$ cat src/rtl/scsi_hri_pkg.sv
package scsi_hri_pkg;

    localparam int DATA_W = 8;
    localparam int ID_W   = 3;
    localparam int ADDR_W = 4;
    localparam int N_ID   = 1 << ID_W;

    // register addresses handled here
    localparam logic [ADDR_W-1:0] A_OWNID = 4'd0;
    localparam logic [ADDR_W-1:0] A_CTRL  = 4'd1;
    localparam logic [ADDR_W-1:0] A_CMD   = 4'd2;
    localparam logic [ADDR_W-1:0] A_INT   = 4'd4;
    localparam logic [ADDR_W-1:0] A_PHASE = 4'd5;
    localparam logic [ADDR_W-1:0] A_PCTL  = 4'd8;
    localparam logic [ADDR_W-1:0] A_TEMP  = 4'd11;
    localparam logic [ADDR_W-1:0] A_OPEN  = 4'd15;

    // interrupt sense bit positions
    localparam int INT_RST   = 0;
    localparam int INT_TMO   = 2;
    localparam int INT_SVC   = 3;
    localparam int INT_DONE  = 4;
    localparam int INT_DISC  = 5;

    localparam int PS_REQ = 7;
    localparam int PS_BSY = 3;
    localparam int PS_ATN = 5;
    localparam int PS_IO  = 0;

    typedef enum logic [2:0] {
        OP_RELEASE = 3'd0,
        OP_SELECT  = 3'd1,
        OP_ATN_CLR = 3'd2,
        OP_ATN_SET = 3'd3,
        OP_XFER    = 3'd4,
        OP_PAUSE   = 3'd5,
        OP_ACK_CLR = 3'd6,
        OP_ACK_SET = 3'd7
    } cmd_op_e;

    typedef struct packed {
        logic    valid;
        cmd_op_e op;
        logic    rst_req;
    } cmd_t;

    typedef struct packed {
        logic own;
        logic ctrl;
        logic ints;
        logic pctl;
        logic temp;
    } wsel_t;

    typedef struct packed {
        logic sel;
        logic ack_set;
        logic ack_clr;
        logic disc;
    } strobe_t;

    function automatic logic [DATA_W-1:0] id_mask(input logic [ID_W-1:0] id);
        return DATA_W'(1) << id;
    endfunction

endpackage

$ cat src/rtl/scsi_hri_wdec.sv
module scsi_hri_wdec
    import scsi_hri_pkg::*;
(
    input  logic              wr_en,
    input  logic [ADDR_W-1:0] addr,
    input  logic [7:4]        cmd_bits,
    input  logic              enabled,
    output wsel_t             wsel,
    output cmd_t              cmd
);
    always_comb begin
        wsel      = '0;
        wsel.own  = wr_en && (addr == A_OWNID);
        wsel.ctrl = wr_en && (addr == A_CTRL);
        wsel.ints = wr_en && (addr == A_INT);
        wsel.pctl = wr_en && (addr == A_PCTL);
        wsel.temp = wr_en && (addr == A_TEMP);

        cmd.valid   = wr_en && (addr == A_CMD) && enabled;
        cmd.op      = cmd_op_e'(cmd_bits[7:5]);
        cmd.rst_req = cmd_bits[4];
    end
endmodule

$ cat src/rtl/scsi_hri_tgt_sel.sv
module scsi_hri_tgt_sel
    import scsi_hri_pkg::*;
#(
    parameter int IDW = ID_W,
    localparam int N  = 1 << IDW
) (
    input  logic [N-1:0]   cand,
    input  logic [IDW-1:0] own_id,
    output logic [IDW-1:0] tgt_id,
    output logic           has_own,
    output logic           has_other
);
    logic [N-1:0] own_mask;
    logic [N-1:0] others;

    for (genvar g = 0; g < N; g++) begin : g_mask
        assign own_mask[g] = (own_id == IDW'(g));
    end

    assign others    = cand & ~own_mask;
    assign has_own   = |(cand & own_mask);
    assign has_other = |others;

    // higher index overrides lower: highest remaining bit wins
    always_comb begin
        tgt_id = '0;
        for (int i = 0; i < N; i++) begin
            if (others[i]) tgt_id = IDW'(i);
        end
    end
endmodule

$ cat src/rtl/scsi_hri_int_reg.sv
module scsi_hri_int_reg #(
    parameter int W = 8
) (
    input  logic         clk,
    input  logic         rst,
    input  logic [W-1:0] set_m,
    input  logic [W-1:0] clr_m,
    output logic [W-1:0] q
);
    always_ff @(posedge clk) begin
        if (rst) q <= '0;
        else     q <= (q & ~clr_m) | set_m;
    end
endmodule

$ cat src/rtl/scsi_hri.sv
module scsi_hri
    import scsi_hri_pkg::*;
(
    input  logic              clk,
    input  logic              rst,
    input  logic [ADDR_W-1:0] reg_addr,
    input  logic              wr_en,
    input  logic [DATA_W-1:0] wr_data,
    input  logic              rd_en,
    output logic [DATA_W-1:0] rd_data,
    input  logic [DATA_W-1:0] psns_in,
    input  logic [DATA_W-1:0] rx_temp,
    input  logic              bus_free,
    input  logic              tgt_ack,
    output logic              ctl_enabled,
    output logic              atn,
    output logic              bus_rst,
    output logic              xfer_active,
    output logic [ID_W-1:0]   sel_tgt,
    output logic              sel_msgout,
    output logic              sel_go,
    output logic              ack_set_stb,
    output logic              ack_clr_stb,
    output logic [DATA_W-1:0] ack_data,
    output logic              disc_stb
);
    localparam logic [ID_W-1:0]   RST_ID   = ID_W'(N_ID - 1);
    localparam logic [DATA_W-1:0] RST_CTRL = DATA_W'(1) << (DATA_W - 1);

    // state
    logic [ID_W-1:0]   own_q,  own_n;
    logic [DATA_W-1:0] sctl_q, sctl_n;
    logic              en_q,   en_n;
    logic [DATA_W-1:0] scmd_q, scmd_n;
    logic [DATA_W-1:0] pctl_q, pctl_n;
    logic [DATA_W-1:0] temp_q, temp_n;
    logic              atn_q,  atn_n;
    logic              brst_q, brst_n;
    logic              xfer_q, xfer_n;
    logic              msgo_q, msgo_n;
    logic [DATA_W-1:0] ackd_q, ackd_n;
    strobe_t           stb_q,  stb_n;

    logic [DATA_W-1:0] int_q, int_set, int_clr;

    wsel_t             ws;
    cmd_t              cmd;
    logic [ID_W-1:0]   tgt_id;
    logic              has_own, has_other;
    logic              phase_ok;
    logic              sel_ok;

    scsi_hri_wdec u_wdec (
        .wr_en    (wr_en),
        .addr     (reg_addr),
        .cmd_bits (wr_data[7:4]),
        .enabled  (en_q),
        .wsel     (ws),
        .cmd      (cmd)
    );

    scsi_hri_tgt_sel #(.IDW(ID_W)) u_tsel (
        .cand      (temp_q),
        .own_id    (own_q),
        .tgt_id    (tgt_id),
        .has_own   (has_own),
        .has_other (has_other)
    );

    scsi_hri_int_reg #(.W(DATA_W)) u_ints (
        .clk   (clk),
        .rst   (rst),
        .set_m (int_set),
        .clr_m (int_clr),
        .q     (int_q)
    );

    assign phase_ok = (psns_in[2:0] == pctl_q[2:0]) &&
                      (psns_in[PS_REQ] || psns_in[PS_BSY]);
    assign sel_ok   = bus_free && has_own && has_other && tgt_ack;

    always_comb begin
        own_n   = own_q;
        sctl_n  = sctl_q;
        en_n    = en_q;
        scmd_n  = scmd_q;
        pctl_n  = pctl_q;
        temp_n  = temp_q;
        atn_n   = atn_q;
        brst_n  = brst_q;
        xfer_n  = xfer_q;
        msgo_n  = msgo_q;
        ackd_n  = ackd_q;
        stb_n   = '0;
        int_set = '0;
        int_clr = '0;

        if (ws.own)  own_n  = wr_data[ID_W-1:0];
        if (ws.pctl) pctl_n = wr_data;
        if (ws.temp) temp_n = wr_data;

        if (ws.ctrl) begin
            sctl_n = wr_data;
            en_n   = (wr_data[7:5] == 3'b000);
            if (en_q && !en_n) begin
                scmd_n     = '0;
                pctl_n     = '0;
                temp_n     = '0;
                int_clr    = '1;
                atn_n      = 1'b0;
                xfer_n     = 1'b0;
                stb_n.disc = 1'b1;
            end
        end

        if (ws.ints) begin
            int_clr          = wr_data;
            int_set[INT_RST] = brst_q;
        end

        if (cmd.valid) begin
            scmd_n = wr_data;
            if (cmd.rst_req) begin
                if (!scmd_q[4] && (sctl_q == '0)) begin
                    brst_n           = 1'b1;
                    int_set[INT_RST] = 1'b1;
                    atn_n            = 1'b0;
                    xfer_n           = 1'b0;
                    stb_n.disc       = 1'b1;
                    if (!bus_free) int_set[INT_DISC] = 1'b1;
                end
            end else begin
                brst_n = 1'b0;
            end

            unique case (cmd.op)
                OP_RELEASE: begin
                    atn_n      = 1'b0;
                    xfer_n     = 1'b0;
                    stb_n.disc = 1'b1;
                    if (!bus_free) int_set[INT_DISC] = 1'b1;
                end
                OP_SELECT: begin
                    if (brst_n) begin
                        int_set[INT_TMO] = 1'b1;
                    end else if (pctl_q[0] || !sel_ok) begin
                        int_set[INT_TMO] = 1'b1;
                        atn_n            = 1'b0;
                        xfer_n           = 1'b0;
                        stb_n.disc       = 1'b1;
                        if (!bus_free) int_set[INT_DISC] = 1'b1;
                    end else begin
                        int_set[INT_DONE] = 1'b1;
                        stb_n.sel         = 1'b1;
                        msgo_n            = atn_n;
                    end
                end
                OP_ATN_CLR: atn_n = 1'b0;
                OP_ATN_SET: atn_n = 1'b1;
                OP_XFER: begin
                    if (phase_ok) xfer_n = 1'b1;
                    else          int_set[INT_SVC] = 1'b1;
                end
                OP_PAUSE: ;
                OP_ACK_CLR: stb_n.ack_clr = 1'b1;
                OP_ACK_SET: begin
                    stb_n.ack_set = 1'b1;
                    ackd_n        = psns_in[PS_IO] ? rx_temp : temp_q;
                end
                default: ;
            endcase
        end
    end

    always_ff @(posedge clk) begin
        if (rst) begin
            own_q  <= RST_ID;
            sctl_q <= RST_CTRL;
            en_q   <= 1'b0;
            scmd_q <= '0;
            pctl_q <= '0;
            temp_q <= '0;
            atn_q  <= 1'b0;
            brst_q <= 1'b0;
            xfer_q <= 1'b0;
            msgo_q <= 1'b0;
            ackd_q <= '0;
            stb_q  <= '0;
        end else begin
            own_q  <= own_n;
            sctl_q <= sctl_n;
            en_q   <= en_n;
            scmd_q <= scmd_n;
            pctl_q <= pctl_n;
            temp_q <= temp_n;
            atn_q  <= atn_n;
            brst_q <= brst_n;
            xfer_q <= xfer_n;
            msgo_q <= msgo_n;
            ackd_q <= ackd_n;
            stb_q  <= stb_n;
        end
    end

    always_comb begin
        rd_data = '0;
        if (rd_en) begin
            unique case (reg_addr)
                A_OWNID: rd_data = id_mask(own_q);
                A_CTRL:  rd_data = sctl_q;
                A_CMD:   rd_data = scmd_q;
                A_INT:   rd_data = int_q;
                A_PHASE: rd_data = psns_in | (DATA_W'(atn_q) << PS_ATN);
                A_PCTL:  rd_data = pctl_q;
                A_TEMP:  rd_data = rx_temp;
                A_OPEN:  rd_data = '1;
                default: rd_data = '0;
            endcase
        end
    end

    assign ctl_enabled = en_q;
    assign atn         = atn_q;
    assign bus_rst     = brst_q;
    assign xfer_active = xfer_q;
    assign sel_tgt     = tgt_id;
    assign sel_msgout  = msgo_q;
    assign sel_go      = stb_q.sel;
    assign ack_set_stb = stb_q.ack_set;
    assign ack_clr_stb = stb_q.ack_clr;
    assign ack_data    = ackd_q;
    assign disc_stb    = stb_q.disc;

endmodule

$ cat config.mk
export PLATFORM = sky130hd
export DESIGN_NAME = scsi_hri
export DESIGN_NICKNAME = d
export VERILOG_FILES = /design/src/rtl/scsi_hri_pkg.sv /design/src/rtl/scsi_hri_wdec.sv /design/src/rtl/scsi_hri_tgt_sel.sv /design/src/rtl/scsi_hri_int_reg.sv /design/src/rtl/scsi_hri.sv
export SDC_FILE = /design/constraint.sdc
export NUM_CORES = 1
export LEC_CHECK = 0
export BUFFER_PORTS_ARGS = -buffer_cell sky130_fd_sc_hd__buf_2
export CORE_MARGIN = 1
export CORE_UTILIZATION = 57
export DETAILED_ROUTE_END_ITERATION = 12
export PLACE_DENSITY = 0.89
export SYNTH_ARGS = -nofsm -noshare
export SYNTH_HDL_FRONTEND = slang
export SYNTH_HIERARCHICAL = 1
export SYNTH_SLANG_ARGS = --single-unit
$ cat constraint.sdc
create_clock -name clk -period 3 [get_ports clk]
set_input_delay 0.9 -clock clk [delete_from_list [all_inputs] [get_ports clk]]
set_output_delay 0.9 -clock clk [all_outputs]
set_load 0.005 [all_outputs]
## Word-level counts from Yosys, hierarchy flattened

Cells that the tools add are included.

| operators by class | value |
|---|---|
| shift operators | 1 |
| mux-type cells | 71 |
| reductions and logical operators | 32 |
| bitwise operators | 11 |
| equality and inequality tests | 21 |

Operators by type and width:

| cell | count |
|---|---|
| 2-to-1 mux 8 bit | 14 |
| one-hot mux 8 bit (8 select lines) | 1 |
| 2-to-1 mux 1 bit | 44 |
| bitwise AND 8 bit | 3 |
| equality test 3 bit (second input constant) | 7 |
| NOT 8 bit | 2 |
| bitwise OR 8 x 6 -> 8 bit | 2 |
| OR reduction 8 bit | 2 |
| logical AND 1 bit | 13 |
| equality test 3 x 2 -> 1 bit (second input constant) | 4 |
| equality test 4 bit (second input constant) | 3 |
| 2-to-1 mux 3 bit | 4 |
| equality test 4 x 3 -> 1 bit (second input constant) | 2 |
| logical NOT 8 bit | 1 |
| << shifter 1 x 3 -> 8 bit (first input constant) | 1 |
| equality test 3 x 1 -> 1 bit (second input constant) | 2 |
| logical NOT 3 bit | 2 |
| 2-to-1 mux 2 bit | 3 |
| one-hot mux 1 bit (3 select lines) | 2 |
| equality test 4 x 1 -> 1 bit (second input constant) | 1 |
| equality test 4 x 2 -> 1 bit (second input constant) | 1 |
| logical NOT 4 bit | 1 |
| 2-to-1 mux 4 bit | 1 |
| NOT 1 bit | 4 |
| 9 further kinds | 16 |

| word-level totals | value |
|---|---|
| logic and storage cells | 152 |
| flip-flop bits (word level) | 60 |
| output and inout port bits | 28 |
| input port bits | 34 |

## Longest topological paths before layout

| logic depth | value |
|---|---|
| word-level depth | 13 |
| depth in mapped cells | 10 |
| gate-level depth less buffers | 9 |

## Modules after synthesis

Netlist, hierarchy kept.

Modules (own cells, without submodules):

| module | times used | area an instance (um2) | sequential area each (um2) | cells each |
|---|---|---|---|---|
| scsi_hri | 1 | 2819.0 | 1041.0 | 337 |
| scsi_hri_int_reg | 1 | 381.6 | 160.2 | 33 |
| scsi_hri_tgt_sel | 1 | 331.6 | 0.0 | 42 |
| scsi_hri_wdec | 1 | 105.1 | 0.0 | 14 |

## Worst setup path after synthesis

OpenSTA, ideal clock, no wires.

| timing path | value |
|---|---|
| kind | in2out |
| start point | input port reg_addr[1] |
| end point | output port rd_data[6] |
| required time | 2.100 ns |
| path buffers | 1 |
| data arrival time | 1.847 ns |
| path slack | 0.253 ns |
| cell stages on the path | 5 |
| cells stage by stage | buf_2 > nor3b_1 > o2bb2ai_1 > a221oi_1 > a21oi_1 |

| between the ends | value |
|---|---|
| cells in the longest elaborated chain, start to end | 3 |
| elaborated cells between the ends (all ways) | 10 |
| those cells by class | 7 x eq/ne; 2 x mux; 1 x reduce/logical |

Ends and longest elaborated chain:

| what | line | text |
|---|---|---|
| from (decl) | scsi_hri.sv:6 | `input logic [ADDR_W-1:0] reg_addr,` |
| equality test 4 bit, or another cell as far along | scsi_hri.sv:208 | `unique case (reg_addr)` |
| one-hot mux 8 bit (8 select lines) (*) | scsi_hri.sv:208 |  |
| 2-to-1 mux 8 bit (*) | scsi_hri.sv:207 | `if (rd_en) begin` |
| to (decl) | scsi_hri.sv:10 | `output logic [DATA_W-1:0] rd_data,` |

Every way passes the cells marked *; elsewhere a longest branch is shown, timed or not.

## Worst setup path in the final report

| timing path | value |
|---|---|
| start point | input port reg_addr[2] |
| end point | output port rd_data[6] |

The elaborated chain is that of the path after synthesis.

==> flow_metrics.env <==
export IMPL_finClkSkew_ps=8.93
export IMPL_die_area_mm2=0.00670
export IMPL_hold_viol=0
export IMPL_wl_per_cell_um=18.6
export IMPL_maxCapViolCount=0
export IMPL_area_growth_syn_to_layout_pct=19.7
export IMPL_power_internal_uw=1230
export IMPL_num_antenna_cells=0
export IMPL_cp_arrival_ps=2100
export IMPL_cts_buffer_depth=2
export IMPL_max_freq_ghz=0.333
export IMPL_yosysTopAreaCellShare_pct=33.0
export IMPL_synthTopCellsByArea="dfxtp_1, mux2i_1, nor2_1, nand2b_4, nand2_1"
export IMPL_crit_type="input port to output pin"
export IMPL_totalWireLength_um=10700
export IMPL_floorplan_core_area_mm2=0.00603
export IMPL_slew_violations=0
export IMPL_min_period_ps=3000
export IMPL_wl_met3_um=1050
export IMPL_insertion_delay_ps=340
export IMPL_synth_flop_cell="dfxtp_1"
export IMPL_synthesis_area_mm2=0.00364
export IMPL_cts_clk_slew_worst_paths_ps=70
export IMPL_total_power_uw=1700
export IMPL_clock_power_share_pct=39.4
export IMPL_grt_use_total_pct=33.6
export IMPL_final_core_util_pct=72.3
export IMPL_switchingPower_uw=470
export IMPL_route_met2_wl_um=4810
export IMPL_setup_tns_final_ps=0
export IMPL_yosysUniqueCellTypes=67
export IMPL_seqPwrFrac_pct=48.0
export IMPL_via_per_inst=6.40
export IMPL_grt_pass1_wl_um=16600
export IMPL_tightest_slew_ps=615
export IMPL_synth_seq_cells=60
export IMPL_slew_limit_headroom_pct=59.0
export IMPL_worst_setup_path_start_kind="input port"
export IMPL_synth_async_sr_flop_share_pct=0
export IMPL_status="completed"
export IMPL_placed_cells_incl_taps=562
export IMPL_num_vias=3698
export IMPL_fin_cells=578
export IMPL_drc=0
export IMPL_worstPathRequired_ps=2100
export IMPL_p_sw_share_pct=27.6
export IMPL_tritoncts="done"
export IMPL_numCtsBuffers=9
export IMPL_hpwl_um=7800
export IMPL_die_x_um=81.9
export IMPL_gp_congestion=0.969
export IMPL_power_leakage_uw=0.00179
export IMPL_io_pins=62
export IMPL_grt_pass1_vias=3309
export IMPL_num_fill_cells=441
export IMPL_comb_power_share_pct=12.6
export IMPL_globalRouteOverflowTotal=0
export IMPL_die_y_um=81.9
export IMPL_met1_length_um=4420
export IMPL_h_tree_depth=3
export IMPL_ys_seq_area_share_pct=33.0
export IMPL_avgSynthCellArea_um2=8.54
export IMPL_drtIter0Drc=360
export IMPL_portBuffers=61
export IMPL_vdd_drop_max_uv=288
export IMPL_power_density_mw_per_mm2=391
export IMPL_end_kind="output pin"
export IMPL_first_pass_iters=8
export IMPL_grt_max_degree=26
export IMPL_antenna_found_initial=0
export IMPL_postSynthCellCount=426
export IMPL_yosysTopAreaCell="dfxtp_1"
export IMPL_fin_crit_sh_pct=100
export IMPL_postRouteAntennaNets=0
export IMPL_cts_sinks=60
export IMPL_start_util_pct=60.4
export IMPL_nets=532
export IMPL_drive_above_1_share_pct=28.0
export IMPL_holdCritPathClass="flop to flop"
export IMPL_cts_root_buf="clkbuf_8"
export IMPL_cp_max_fo=15
export IMPL_num_rows=28
export IMPL_top_layer_used="met4"
export IMPL_setup_violations=0
export IMPL_synth_edf_count=0
export IMPL_yosys_warnings=6
[state kept, by name (all words and copies together) (netlist names), 3 cells and up]
name      cells
scmd_q        8
own_q         3
u_ints/q      8
temp_q        8
sctl_q        8
ack_data      8
pctl_q        8
[worst paths after layout]
path | from | end | slack, ps | depth (start not counted)
hold reg to reg | scmd_q[1]$_SDFFE_PP0P_ | scmd_q[1]$_SDFFE_PP0P_ | 470 | 2
hold / removal | scmd_q[1]$_SDFFE_PP0P_ | scmd_q[1]$_SDFFE_PP0P_ | 470 | 2
setup reg to reg | own_q[0]$_SDFFE_PP1P_ | u_ints/q[5]$_SDFF_PP0_ | 450 | 9
setup / recovery | reg_addr[2] | rd_data[6] | 0.1 | 7
[cell families after synthesis]
group	after synthesis	synth area share, %
AO/OA/AOI/OAI	109	22.9
XOR/XNOR	3	0.723
buffers and inverters	48	6.57
flip-flops	60	33.0
multiplexers	42	12.0
other	1	0.103
AND/OR/NAND/NOR	163	24.7
[cells in the mapped netlist, types with 5 or more instances]
| master | number |
|---|---|
| buf_2 | 8 |
| nor4_1 | 7 |
| mux2i_1 | 34 |
| a21oi_1 | 20 |
| nor3_1 | 7 |
| nand3_1 | 13 |
| nand3b_1 | 5 |
| o2bb2ai_1 | 9 |
| mux2_1 | 5 |
| a22o_1 | 6 |
| dfxtp_1 | 60 |
| a211oi_1 | 9 |
| nor2_1 | 55 |
| a21oi_2 | 8 |
| clkbuf_1 | 11 |
| nor2b_1 | 12 |
| buf_4 | 5 |
| inv_1 | 16 |
| a21o_1 | 8 |
| nand2_1 | 27 |
| nand2b_4 | 8 |
[worst max-delay path, cell delays in order]
cell,delay (ps)
buf_6,130
nor3b_2,170
buf_4,150
o2bb2ai_1,150
a221oi_1,330
a21oi_1,120
buf_2,140
[timing repair]
action	CTS	global route
endpoints found under the hold margin	0	0
pin swaps	1	2
gates resized for setup	4	18
buffers inserted	0	0
endpoints found under the setup margin	8	7
hold buffers	0	0
[power by group through the flow]
stage	combinational [µW]	clock (µW)	sequential [µW]
after floorplan	117	0	830
after global placement	194	0	835
after detailed placement	195	0	835
after CTS	199	677	817
after global routing	227	721	818
final	214	672	818
[metrics by stage]
stage / hold WS [ps] / area (µm²) / worst slack (ps)
3_3_place_gp: 461 / 4100 / -59.1
2_1_floorplan: 443 / 3640 / 253
5_1_grt: 493 / 4350 / -6.40
4_1_cts: 471 / 4300 / 6.67
3_5_place_dp: 461 / 4100 / -54.0
6_report: 468 / 4350 / 0.104
[cell usage in the layout (no fill, tap or decap), drive strengths merged, types with 5 or more instances in the layout]
| cell | n |
|---|---|
| nor3 | 8 |
| nor4 | 7 |
| clkbuf | 12 |
| nand2 | 27 |
| a211oi | 9 |
| a21oi | 28 |
| nand2b | 12 |
| nand3 | 13 |
| o2bb2ai | 9 |
| a21o | 8 |
| nor2b | 12 |
| a22o | 6 |
| buf | 91 |
| nand3b | 5 |
| nor2 | 56 |
| mux2i | 34 |
| o21ai | 7 |
| mux2 | 8 |
| dfxtp | 60 |
| inv | 16 |
[per-layer routing]
layer | up-vias | track usage (%)
li1 | 1686 | -
met3 | 46 | 7.44
met2 | 252 | 51.2
met4 | 0 | 18.6
met5 | - | 0
met1 | 1714 | 43.6
[area by class of cell]
class                           count  area (µm²)  share of cell area [%]
Clock inverter                      4        23.8                   0.546
Tap cell                           75        93.8                    2.16
Clock buffer                       12         155                    3.56
Timing Repair Buffer               91         568                    13.0
Multi-Input combinational cell    320        2250                    51.7
Sequential cell                    60        1200                    27.6
Inverter                           16        60.1                    1.38
Power figures use the tool's default switching activity.
